File: src/rtl/i2cm_pkg.sv
// Shared constants and types for the two-byte I2C master.
// Assumes byte-wide registers and 7-bit addressing only.
package i2cm_pkg;
    localparam int BYTE_W   = 8;
    localparam int REG_AW   = 3;
    localparam int BITCNT_W = $clog2(BYTE_W + 1);
    localparam logic [BITCNT_W-1:0] ACK_SLOT = BITCNT_W'(BYTE_W);

    // register offsets
    localparam logic [REG_AW-1:0] OFS_CTRL = 3'd0;
    localparam logic [REG_AW-1:0] OFS_DEV  = 3'd1;
    localparam logic [REG_AW-1:0] OFS_TXA  = 3'd2;
    localparam logic [REG_AW-1:0] OFS_TXB  = 3'd3;
    localparam logic [REG_AW-1:0] OFS_RXA  = 3'd4;
    localparam logic [REG_AW-1:0] OFS_RXB  = 3'd5;
    localparam logic [REG_AW-1:0] OFS_DIV  = 3'd6;

    // control/status bit positions
    localparam int CB_LEN  = 0;
    localparam int CB_GO   = 1;
    localparam int CB_BUSY = 2;
    localparam int CB_ERR  = 3;
    localparam int CB_IRQ  = 4;

    typedef enum logic [1:0] {
        ST_IDLE,
        ST_START,
        ST_BITS,
        ST_STOP
    } bus_st_e;
endpackage

File: src/rtl/i2cm_tick.sv
// Quarter-bit tick generator.
// Emits one tick every (div+1) clocks while enabled; the count restarts when disabled.
module i2cm_tick #(
    parameter int DIV_W = 8
) (
    input  logic             clk,
    input  logic             rst_n,
    input  logic             en,
    input  logic [DIV_W-1:0] div,
    output logic             tick
);
    logic [DIV_W-1:0] cnt_q;

    assign tick = en && (cnt_q == div);

    // count system clocks between quarter-bit ticks
    always_ff @(posedge clk) begin
        if (!rst_n || !en) cnt_q <= '0;
        else if (tick)     cnt_q <= '0;
        else               cnt_q <= cnt_q + 1'b1;
    end
endmodule

File: src/rtl/i2cm_regs.sv
// Register file of the I2C master: configuration, payload, received bytes and status.
// Assumes DIV_W <= 8. A start is accepted only while the engine is idle.
module i2cm_regs import i2cm_pkg::*; #(
    parameter int DIV_W   = 8,
    parameter int DIV_RST = 4
) (
    input  logic              clk,
    input  logic              rst_n,
    input  logic              we,
    input  logic [REG_AW-1:0] addr,
    input  logic [BYTE_W-1:0] wdata,
    output logic [BYTE_W-1:0] rdata,
    input  logic              busy,
    input  logic              done,
    input  logic              nack,
    input  logic              rx_we0,
    input  logic              rx_we1,
    input  logic [BYTE_W-1:0] rx_byte,
    output logic              go,
    output logic              go_len,
    output logic [BYTE_W-1:0] dev,
    output logic [BYTE_W-1:0] txa,
    output logic [BYTE_W-1:0] txb,
    output logic [DIV_W-1:0]  div,
    output logic              irq
);
    logic [BYTE_W-1:0] rxa_q, rxb_q;
    logic              len_q, err_q, irq_q;
    logic              ctrl_wr;

    assign ctrl_wr = we && (addr == OFS_CTRL);
    assign go      = ctrl_wr && wdata[CB_GO] && !busy;
    assign go_len  = wdata[CB_LEN];
    assign irq     = irq_q;

    // software-written configuration and payload
    always_ff @(posedge clk) begin
        if (!rst_n) begin
            dev   <= '0;
            txa   <= '0;
            txb   <= '0;
            len_q <= 1'b0;
            div   <= DIV_W'(DIV_RST);
        end else if (we) begin
            unique case (addr)
                OFS_CTRL: len_q <= wdata[CB_LEN];
                OFS_DEV:  dev   <= wdata;
                OFS_TXA:  txa   <= wdata;
                OFS_TXB:  txb   <= wdata;
                OFS_DIV:  div   <= wdata[DIV_W-1:0];
                default:  ;
            endcase
        end
    end

    // capture received bytes from the engine
    always_ff @(posedge clk) begin
        if (!rst_n) begin
            rxa_q <= '0;
            rxb_q <= '0;
        end else begin
            if (rx_we0) rxa_q <= rx_byte;
            if (rx_we1) rxb_q <= rx_byte;
        end
    end

    // status flags: the error flag clears on start, completion wins over a clearing write
    always_ff @(posedge clk) begin
        if (!rst_n) begin
            err_q <= 1'b0;
            irq_q <= 1'b0;
        end else begin
            if (go)        err_q <= 1'b0;
            else if (nack) err_q <= 1'b1;
            if (done)                         irq_q <= 1'b1;
            else if (ctrl_wr && wdata[CB_IRQ]) irq_q <= 1'b0;
        end
    end

    // read multiplexer
    always_comb begin
        unique case (addr)
            OFS_CTRL: rdata = {3'b000, irq_q, err_q, busy, 1'b0, len_q};
            OFS_DEV:  rdata = dev;
            OFS_TXA:  rdata = txa;
            OFS_TXB:  rdata = txb;
            OFS_RXA:  rdata = rxa_q;
            OFS_RXB:  rdata = rxb_q;
            OFS_DIV:  rdata = BYTE_W'(div);
            default:  rdata = '0;
        endcase
    end
endmodule

File: src/rtl/i2cm_engine.sv
// Bus sequencer: START, address byte, one or two data bytes with acknowledge slots, STOP.
// Each bit takes four ticks: SCL low, SDA update, SCL high, SCL high after the sample.
// Assumes no clock stretching and a single master on the bus.
module i2cm_engine import i2cm_pkg::*; (
    input  logic              clk,
    input  logic              rst_n,
    input  logic              go,
    input  logic              go_len,
    input  logic [BYTE_W-1:0] dev,
    input  logic [BYTE_W-1:0] txa,
    input  logic [BYTE_W-1:0] txb,
    input  logic              tick,
    input  logic              sda_in,
    output logic              busy,
    output logic              done,
    output logic              nack,
    output logic              rx_we0,
    output logic              rx_we1,
    output logic [BYTE_W-1:0] rx_byte,
    output logic              scl_low,
    output logic              sda_low
);
    bus_st_e             st_q;
    logic [1:0]          ph_q, byte_q;
    logic [BITCNT_W-1:0] bit_q;
    logic [BYTE_W-1:0]   sh_q, tb_q;
    logic                rd_q, len_q, ack_q;
    logic                tx_byte, ack_slot, byte_end;
    logic [1:0]          last_byte;

    assign last_byte = len_q ? 2'd2 : 2'd1;
    assign tx_byte   = (byte_q == 2'd0) || !rd_q;
    assign ack_slot  = (bit_q == ACK_SLOT);
    assign byte_end  = tick && (st_q == ST_BITS) && (ph_q == 2'd3) && ack_slot;
    assign rx_we0    = byte_end && !tx_byte && (byte_q == 2'd1);
    assign rx_we1    = byte_end && !tx_byte && (byte_q == 2'd2);
    assign rx_byte   = sh_q;
    assign busy      = (st_q != ST_IDLE);

    // transaction sequencer
    always_ff @(posedge clk) begin
        if (!rst_n) begin
            st_q    <= ST_IDLE;
            ph_q    <= '0;
            byte_q  <= '0;
            bit_q   <= '0;
            sh_q    <= '0;
            tb_q    <= '0;
            rd_q    <= 1'b0;
            len_q   <= 1'b0;
            ack_q   <= 1'b0;
            done    <= 1'b0;
            nack    <= 1'b0;
            scl_low <= 1'b0;
            sda_low <= 1'b0;
        end else begin
            done <= 1'b0;
            nack <= 1'b0;
            unique case (st_q)
                ST_IDLE: if (go) begin
                    st_q   <= ST_START;
                    ph_q   <= '0;
                    byte_q <= '0;
                    bit_q  <= '0;
                    sh_q   <= dev;
                    tb_q   <= txb;
                    rd_q   <= dev[0];
                    len_q  <= go_len;
                end
                ST_START: if (tick) begin
                    if (ph_q == 2'd0) begin
                        ph_q    <= 2'd1;
                        sda_low <= 1'b1;
                    end else begin
                        st_q    <= ST_BITS;
                        ph_q    <= '0;
                        scl_low <= 1'b1;
                    end
                end
                ST_BITS: if (tick) begin
                    ph_q <= ph_q + 1'b1;
                    unique case (ph_q)
                        2'd0: begin
                            if (ack_slot) sda_low <= tx_byte ? 1'b0 : (byte_q != last_byte);
                            else          sda_low <= tx_byte ? ~sh_q[BYTE_W-1] : 1'b0;
                        end
                        2'd1: scl_low <= 1'b0;
                        2'd2: begin
                            if (ack_slot)      ack_q <= sda_in;
                            else if (!tx_byte) sh_q  <= {sh_q[BYTE_W-2:0], sda_in};
                        end
                        default: begin
                            scl_low <= 1'b1;
                            if (!ack_slot) begin
                                bit_q <= bit_q + 1'b1;
                                if (tx_byte) sh_q <= {sh_q[BYTE_W-2:0], 1'b0};
                            end else begin
                                bit_q <= '0;
                                if (tx_byte && ack_q) begin
                                    nack <= 1'b1;
                                    st_q <= ST_STOP;
                                end else if (byte_q == last_byte) begin
                                    st_q <= ST_STOP;
                                end else begin
                                    byte_q <= byte_q + 1'b1;
                                    sh_q   <= (byte_q == 2'd0) ? txa : tb_q;
                                end
                            end
                        end
                    endcase
                end
                ST_STOP: if (tick) begin
                    ph_q <= ph_q + 1'b1;
                    unique case (ph_q)
                        2'd0: sda_low <= 1'b1;
                        2'd1: scl_low <= 1'b0;
                        2'd2: sda_low <= 1'b0;
                        default: begin
                            st_q <= ST_IDLE;
                            done <= 1'b1;
                        end
                    endcase
                end
                default: st_q <= ST_IDLE;
            endcase
        end
    end
endmodule

File: src/rtl/i2c_xfer_master.sv
// Top level of the register-controlled I2C master: register file, tick divider, bus engine.
// Assumes the bus lines have external pull-ups; outputs are pull-low enables.
module i2c_xfer_master import i2cm_pkg::*; #(
    parameter int DIV_W   = 8,
    parameter int DIV_RST = 4
) (
    input  logic              clk,
    input  logic              rst_n,
    input  logic              reg_we,
    input  logic [REG_AW-1:0] reg_addr,
    input  logic [BYTE_W-1:0] reg_wdata,
    output logic [BYTE_W-1:0] reg_rdata,
    output logic              scl_low_o,
    output logic              sda_low_o,
    input  logic              sda_i,
    output logic              irq_o
);
    logic              go, go_len, tick;
    logic              eng_busy, eng_done, eng_nack, rx_we0, rx_we1;
    logic [BYTE_W-1:0] dev, txa, txb, rx_byte;
    logic [DIV_W-1:0]  div;

    i2cm_regs #(.DIV_W(DIV_W), .DIV_RST(DIV_RST)) u_regs (
        .clk(clk), .rst_n(rst_n), .we(reg_we), .addr(reg_addr), .wdata(reg_wdata),
        .rdata(reg_rdata), .busy(eng_busy), .done(eng_done), .nack(eng_nack),
        .rx_we0(rx_we0), .rx_we1(rx_we1), .rx_byte(rx_byte), .go(go), .go_len(go_len),
        .dev(dev), .txa(txa), .txb(txb), .div(div), .irq(irq_o)
    );

    i2cm_tick #(.DIV_W(DIV_W)) u_tick (
        .clk(clk), .rst_n(rst_n), .en(eng_busy), .div(div), .tick(tick)
    );

    i2cm_engine u_eng (
        .clk(clk), .rst_n(rst_n), .go(go), .go_len(go_len), .dev(dev), .txa(txa),
        .txb(txb), .tick(tick), .sda_in(sda_i), .busy(eng_busy), .done(eng_done),
        .nack(eng_nack), .rx_we0(rx_we0), .rx_we1(rx_we1), .rx_byte(rx_byte),
        .scl_low(scl_low_o), .sda_low(sda_low_o)
    );
endmodule

File: config.mk
export PLATFORM = sky130hd
export DESIGN_NAME = i2c_xfer_master
export DESIGN_NICKNAME = d
export VERILOG_FILES = /design/src/rtl/i2cm_pkg.sv /design/src/rtl/i2cm_tick.sv /design/src/rtl/i2cm_regs.sv /design/src/rtl/i2cm_engine.sv /design/src/rtl/i2c_xfer_master.sv
export SDC_FILE = /design/constraint.sdc
export NUM_CORES = 1
export LEC_CHECK = 0
export BUFFER_PORTS_ARGS = -buffer_cell sky130_fd_sc_hd__buf_2
export CAP_MARGIN = 30
export CORE_ASPECT_RATIO = 0.9
export CORE_UTILIZATION = 65
export DETAILED_ROUTE_END_ITERATION = 10
export PLACE_DENSITY = 0.83
export SETUP_SLACK_MARGIN = 0.3
export SKIP_LAST_GASP = 1
export SLEW_MARGIN = 20
export SYNTH_ARGS = -nofsm -noshare
export SYNTH_HDL_FRONTEND = slang
export SYNTH_SLANG_ARGS = --single-unit
export TNS_END_PERCENT = 1
File: constraint.sdc
create_clock -name clk -period 7.43 [get_ports clk]
set_clock_uncertainty 0.05 [all_clocks]
set_input_delay 0.3715 -clock clk [delete_from_list [all_inputs] [get_ports clk]]
set_output_delay 0.3715 -clock clk [all_outputs]
set_load 0.01 [all_outputs]
After elaboration in Yosys (flattened, before gate mapping). Index checks and enable logic that the tools add are counted.

Word-level logic and storage cells: 182. Memories: 0. Input port bits: 15. Output and inout port bits: 11. Latch bits: 0. RAM bits: 0. Register bits after elaboration: 92. ROM bits: 0.

Shift operators: 0. $mul: 0. Equal/unequal tests: 41. Divide/modulo/power cells: 0. Bitwise logic cells: 5. Reductions and logical operators: 48. Muxes and demuxes: 61. Order comparisons: 0. Add/subtract/negate cells: 4.

Operator list (number): $mux W8 (9); $pmux W8 S7 (1); $mux W2 (19); $pmux W8 S2 (2); $reduce_and A7 Y1 (3); $mux W1 (18); $ne A2 B2 Y1 const B (9); $reduce_and A9 Y1 (2); $mux W4 (4); $ne A3 B3 Y1 const B (5); $ne A2 B1 Y1 const B (7); $logic_and A1 B1 Y1 (12); $reduce_and A2 Y1 (6); $eq A2 B2 Y1 const B (5); $reduce_or A2 Y1 (5); $eq A3 B3 Y1 const B (3); $add A8 B1 Y8 const B (1); $eq A8 B8 Y1 (1); $pmux W2 S4 (1); $pmux W4 S2 (1); $reduce_and A4 Y1 (2); $reduce_or A7 Y1 (1); $eq A2 B1 Y1 const B (3); $eq A3 B2 Y1 const B (2); other kinds (21) (37).

Longest topological paths before layout.
Depth in word-level cells: 8. Depth in mapped cells: 10. Depth with buffers taken out: 8.

Cells and area by module. Synthesis repeated with hierarchy kept, for this count alone.

Cells, all modules: 542. Area total of the unflattened synthesis: 5086.1 sq um.

By module, submodules not included: i2cm_regs (seq. area each 1021.0 sq um, instances 1, cells each 247, area an instance 2543.7 sq um); i2cm_engine (seq. area each 660.6 sq um, instances 1, cells each 248, area an instance 2074.5 sq um); i2cm_tick (seq. area each 160.2 sq um, instances 1, cells each 47, area an instance 467.9 sq um).

Worst setup path after synthesis. Ideal clock, no wire load.

Path kind: register -> register. Start: reg u_eng.byte_q[0]. End: reg u_eng.sh_q[0] (netlist: u_eng.rx_byte[0]). Setup slack: 5089 ps. Arrival: 2220 ps. Cell stages (with the launch flop): 11. Library setup time: 72 ps. Clock period less this slack: 2341 ps. Data required time: 7308 ps. Buffers on the path: 2. Cells stage by stage: dfxtp_1 inv_1 ha_1 buf_4 nor2b_1 nor2b_1 or4_4 a31oi_4 and2_1 buf_6 mux2i_1.

Cells in the longest elaborated chain, start to end: 8. Elaborated cells on any way between the ends: 16. Those cells by class: 5 x eq/ne; 7 x mux; 4 x reduce/logical.

Ends and longest elaborated chain: start: declaration (RTL line i2cm_engine.sv:24) `logic [1:0] ph_q, byte_q;`; start signal: assignment (RTL line i2cm_engine.sv:105) `byte_q <= byte_q + 1'b1;`; $logic_not A2 Y1 (RTL line i2cm_engine.sv:32, i2cm_engine.sv:106); $mux W8 (RTL line i2cm_engine.sv:106) `sh_q <= (byte_q == 2'd0) ? txa : tb_q;`; $mux W8 (RTL line i2cm_engine.sv:102) `end else if (byte_q == last_byte) begin`; $mux W8 (RTL line i2cm_engine.sv:99) `if (tx_byte && ack_q) begin`; $mux W8 (RTL line i2cm_engine.sv:94) `if (!ack_slot) begin`; $pmux W8 S2 (RTL line i2cm_engine.sv:82) `unique case (ph_q)`; $mux W8 (RTL line i2cm_engine.sv:80) `ST_BITS: if (tick) begin`; $pmux W8 S2 (RTL line i2cm_engine.sv:59) `unique case (st_q)`; end signal: assignment (RTL line i2cm_engine.sv:65) `sh_q <= dev;`; end signal: assignment (RTL line i2cm_engine.sv:90) `else if (!tx_byte) sh_q <= {sh_q[BYTE_W-2:0], sda_in};`; end signal: assignment (RTL line i2cm_engine.sv:96) `if (tx_byte) sh_q <= {sh_q[BYTE_W-2:0], 1'b0};`; end: declaration (RTL line i2cm_engine.sv:26) `logic [BYTE_W-1:0] sh_q, tb_q;`.

Parallel ways exist; a longest one is shown, timed or not. The select of a mux whose other input is x is not followed. A chain may end at the register's enable or synchronous reset.

Final worst setup path.
Start: reg u_eng.st_q[0]. End: out reg_rdata[2].

Cells in the longest elaborated chain, start to end: 2.

Ends and longest elaborated chain: start: declaration (RTL line i2cm_engine.sv:23) `bus_st_e st_q;`; start signal: assignment (RTL line i2cm_engine.sv:43) `st_q <= ST_IDLE;`; start signal: assignment (RTL line i2cm_engine.sv:61) `st_q <= ST_START;`; start signal: assignment (RTL line i2cm_engine.sv:75) `st_q <= ST_BITS;`; $reduce_bool A2 Y1 (RTL line i2cm_engine.sv:38) `assign busy = (st_q != ST_IDLE);`; $pmux W8 S7 (RTL line i2cm_regs.sv:82) `unique case (addr)`; end: declaration (RTL line i2c_xfer_master.sv:12) `output logic [BYTE_W-1:0] reg_rdata,`.

Every way passes these cells.

==> results.md <==
- In the final layout, flip-flops and latches occupy 1842 um^2.
- The overall die area is 7858 um^2.
- Synthesis produced a netlist whose cell count is approximately 570.
- The critical path's most frequent cell is sky130_fd_sc_hd__inv_1.
- Entering global routing, the biggest net connects 100 pins.
- The count of endpoints failing hold in the final timing report is 0.
- After the last flow step, the layout net total stands at ~600.
- The worst setup path is of the reg2out kind.
- The top cell type by area accounts for a little under two fifths of the synthesized area.
- The final wirelength is 12000 um.
- For this run, the leading register cell type out of synthesis is sky130_fd_sc_hd__dfxtp_1.
- The total power density per cell area is a little under 200 nW/um^2.
- The slowest stage cell on the critical path is sky130_fd_sc_hd__mux4_2.
- The via count is between 4k and 5k.
- Headroom to the max-slew limit came out at 40.59%.
- The horizontal die dimension is 93.33 um.
- Data on the critical path arrives at its endpoint at between 2 and 2.5 ns.
- The achievable clock frequency is 0.3650 GHz.
- The average size of a mapped cell is 8.637 um^2.
- Leaving out fill and tap cells, the most frequent cells in the layout are sky130_fd_sc_hd__nand2_1, sky130_fd_sc_hd__dfxtp_1, sky130_fd_sc_hd__mux2i_1.
- The number of buffers added for setup after CTS is 0.
- In this run, synthesis inferred 0 flip-flops with an integrated enable.
- The maximum net fanout on the critical path is 9.
- STA puts the critical path data required time at 7.01 ns.
- Synthesis produced a netlist with a net count of 595.
- The summed instance area of the synthesized netlist is 4880 um^2.
- The clock insertion delay at the later pin of the skew report is about 0.37 ns.
- Summed over all instances, the cell type with the most area after synthesis is sky130_fd_sc_hd__dfxtp_1.
- In this run the vertical extent of the chip is 84.20 um.
- The path class of the tightest hold or removal check is in2reg.
- The total of buffers placed on input and output ports is 25.
- In the finished design, the share of the clock period the worst path needs comes to between 30% and 40%.
- The share of the Yosys chip area taken by registers is 37.74%.
- The pre-antenna-repair detailed-routing pass consisted of 5 iterations.
- For this run, asynchronously set or reset flops after synthesis account for 0%.
- The half-perimeter wire length after placement is 8357 um.
- Setup violations remaining at the end of the flow were counted as 0.
- After detailed routing, the number of vias per cell comes to about 6.
- The detail route stage leaves a number of antenna-violating nets equal to 0.
- Max-cap violations in this run came to 0.
- The number of different library cells used by synthesis comes to between 50 and 60.
- Counting the fill cells in the layout gives ~550.
- TritonCTS built the clock tree.
- The number of pins with negative max-slew slack in the final report is 0.
- The largest stage delay on the critical path is 0.52 ns.
- The worst-case clock buffer depth is 2.
- Setup repair after global routing left no endpoint under its margin.
- The finished cells cover between 5000 and 6000 um^2.
- The total of hold buffers inserted after clock tree synthesis is 0.
- The number of cell rows is 29.
- In the post-synthesis netlist, the biggest area contributors are sky130_fd_sc_hd__dfxtp_1, sky130_fd_sc_hd__mux2i_1, sky130_fd_sc_hd__nand2_1, sky130_fd_sc_hd__a21boi_0, sky130_fd_sc_hd__nor2b_1.
- In the final routed layout, each cell accounts on average for 17.88 um.
- The first global-routing pass estimated ~20000 um of wire.
- The number of antenna violations at the first check in global routing is 0.
- Across every metal layer, demand over resource in global routing totals 32.50%.
- The slew of the pin with the lowest slew margin is 0.8843 ns.
- The run finished with clean final reports.
- The multi-input logic area is 2828 um^2.
- Traced cell by cell, the critical path runs through inv_1 > ha_1 > inv_1 > mux4_2 > nor2_1 > a21oi_1 > buf_2.
- The via count of the first global-routing pass is around 3.8k.
- At the end of routability-driven placement, the weighted congestion stood at 0.9343.
- During I/O placement, the number of pins put on the boundary was 26.
- Across the VDD grid, the largest voltage drop is 0.1742 mV.
- The sum of overflow across all layers after global routing is 0.
- The root buffer cell is sky130_fd_sc_hd__clkbuf_8.
- The repair_antennas step left the layout with diodes totalling 0.
- The number of H-tree branching levels is 3.
- Compared with the post-synthesis result, the final layout area differs by 6.513%.
- The commonest non-fill, non-tap cell in the layout is sky130_fd_sc_hd__nand2_1.
- For this design the static power due to leakage is just over 2 nW.
- Once placement finished, the instance area stood at 5009 um^2.
- The clock net sink count is 92.
- For this run, design rule violations remaining after detail routing come to 0.
- The initial utilization of the core area, before any placement, comes to 68.27%.
- After clock tree synthesis, the repair step resized 0 gates.
- The core area is 7148 um^2.
- The register bit total from synthesis is 92.
- After the first detailed-routing iteration, the DRC count stood at 408.
- The startpoint type of the worst setup path is a flip-flop.
- The number of standard cells in the layout, taps in and fillers out is around 670.
- The Yosys step of the flow raised 0 warnings.
- After clock tree synthesis, the clock-pin slew on the worst setup and hold paths is approximately 0.10 ns.
- The minimum period implied by the final worst setup slack is approximately 2.7 ns.
- In this run, CTS created clock tree buffers numbering 9.
- The share of layout cells above drive strength 1 is a little over a tenth.
- STA classifies the critical path endpoint as an output pin.
- The final setup TNS is 0 ns.
- The total placed cells including tap cells is 654.
==> cells by family (layout without fill, tap and decap cells) <==
| group | Yosys count | in the layout | synth area share, % |
|---|---|---|---|
| AND/OR/NAND/NOR | 229 | 229 | 23.69 |
| XOR/XNOR | 14 | 14 | 2.513 |
| buffers and inverters | 52 | 65 | 4.308 |
| AO/OA/AOI/OAI | 111 | 111 | 16.10 |
| adder cells (fa/ha/maj) | 15 | 15 | 3.846 |
| flip-flops | 92 | 92 | 37.74 |
| multiplexers | 52 | 52 | 11.79 |
==> state kept, by name, summed over array words and instances (netlist names), 2 cells and up <==
| register | cells |
|---|---|
| u_eng.bit_q | 4 |
| u_eng.byte_q | 2 |
| u_eng.ph_q | 2 |
| u_eng.rx_byte | 8 |
| u_eng.st_q | 2 |
| u_eng.tb_q | 8 |
| u_regs.dev | 8 |
| u_regs.div | 8 |
| u_regs.rxa_q | 8 |
| u_regs.rxb_q | 8 |
| u_regs.txa | 8 |
| u_regs.txb | 8 |
| u_tick.cnt_q | 8 |
==> per-layer routing <==
metal  wire (um)  track usage (%)
met2        5318            48.80
met3         854            8.152
met1        5747            47.39
met4          74            6.713
met5           0                0
==> metrics by stage <==
step                utilization [%]  power, mW  hold slack [ns]  worst slack [ns]
floorplan                         -     0.6530           0.3844             5.089
global placement              70.07     0.6919           0.4031             4.849
detailed placement            70.07     0.6956           0.4132             4.767
CTS                           72.64      1.013           0.1989             4.707
global route                  72.71      1.059           0.2163             4.514
finish                        72.71      1.013           0.2078             4.690
==> cell usage after synthesis (all sizes together), types with 3 or more instances <==
cell type	number
clkbuf	22
inv	20
nand2b	3
nand2	99
nor4	3
buf	10
xor2	13
mux2i	44
a21oi	12
nand4	14
nand3	17
or3	3
o221ai	3
nor3b	4
mux4	4
mux2	4
o311ai	3
and3	6
o211ai	10
o21ai	28
dfxtp	92
a221oi	3
nor2	24
nor3	7
nor2b	35
ha	15
a21boi	36
==> power breakdown <==
part           internal (mW)  switching (mW)
Combinational         0.0587           0.114
Clock                  0.129           0.195
Sequential             0.505          0.0114
==> final cells by class <==
cell class	count	share of cell area [%]
Timing Repair Buffer	29	2.937
Clock buffer	10	2.455
Tap cell	93	2.239
Inverter	20	1.444
Multi-Input combinational cell	421	54.41
Clock inverter	6	1.083
Sequential cell	92	35.44
==> worst max-delay path: cells and delay by family, from the launching register on <==
family	cells	cell delay, ns
mux	1	0.52
fa+ha+maj	1	0.41
flops	1	0.35
compound gates	1	0.06
simple gates	1	0.11
buf+inv	3	0.50
==> worst paths after layout <==
path	slack, ns	start	end	cells after the start
max	4.69	u_eng.st_q[0]$_SDFFE_PN0P_	reg_rdata[2]	7
min	0.21	sda_i	u_eng.ack_q$_SDFFE_PN0P_	3
max reg2reg	4.70	u_eng.byte_q[0]$_SDFFE_PN0P_	u_eng.rx_byte[0]$_SDFFE_PN0P_	8
min reg2reg	0.43	u_eng.tb_q[1]$_SDFFE_PN0P_	u_eng.tb_q[1]$_SDFFE_PN0P_	2
(Power assumes the default switching activity.)
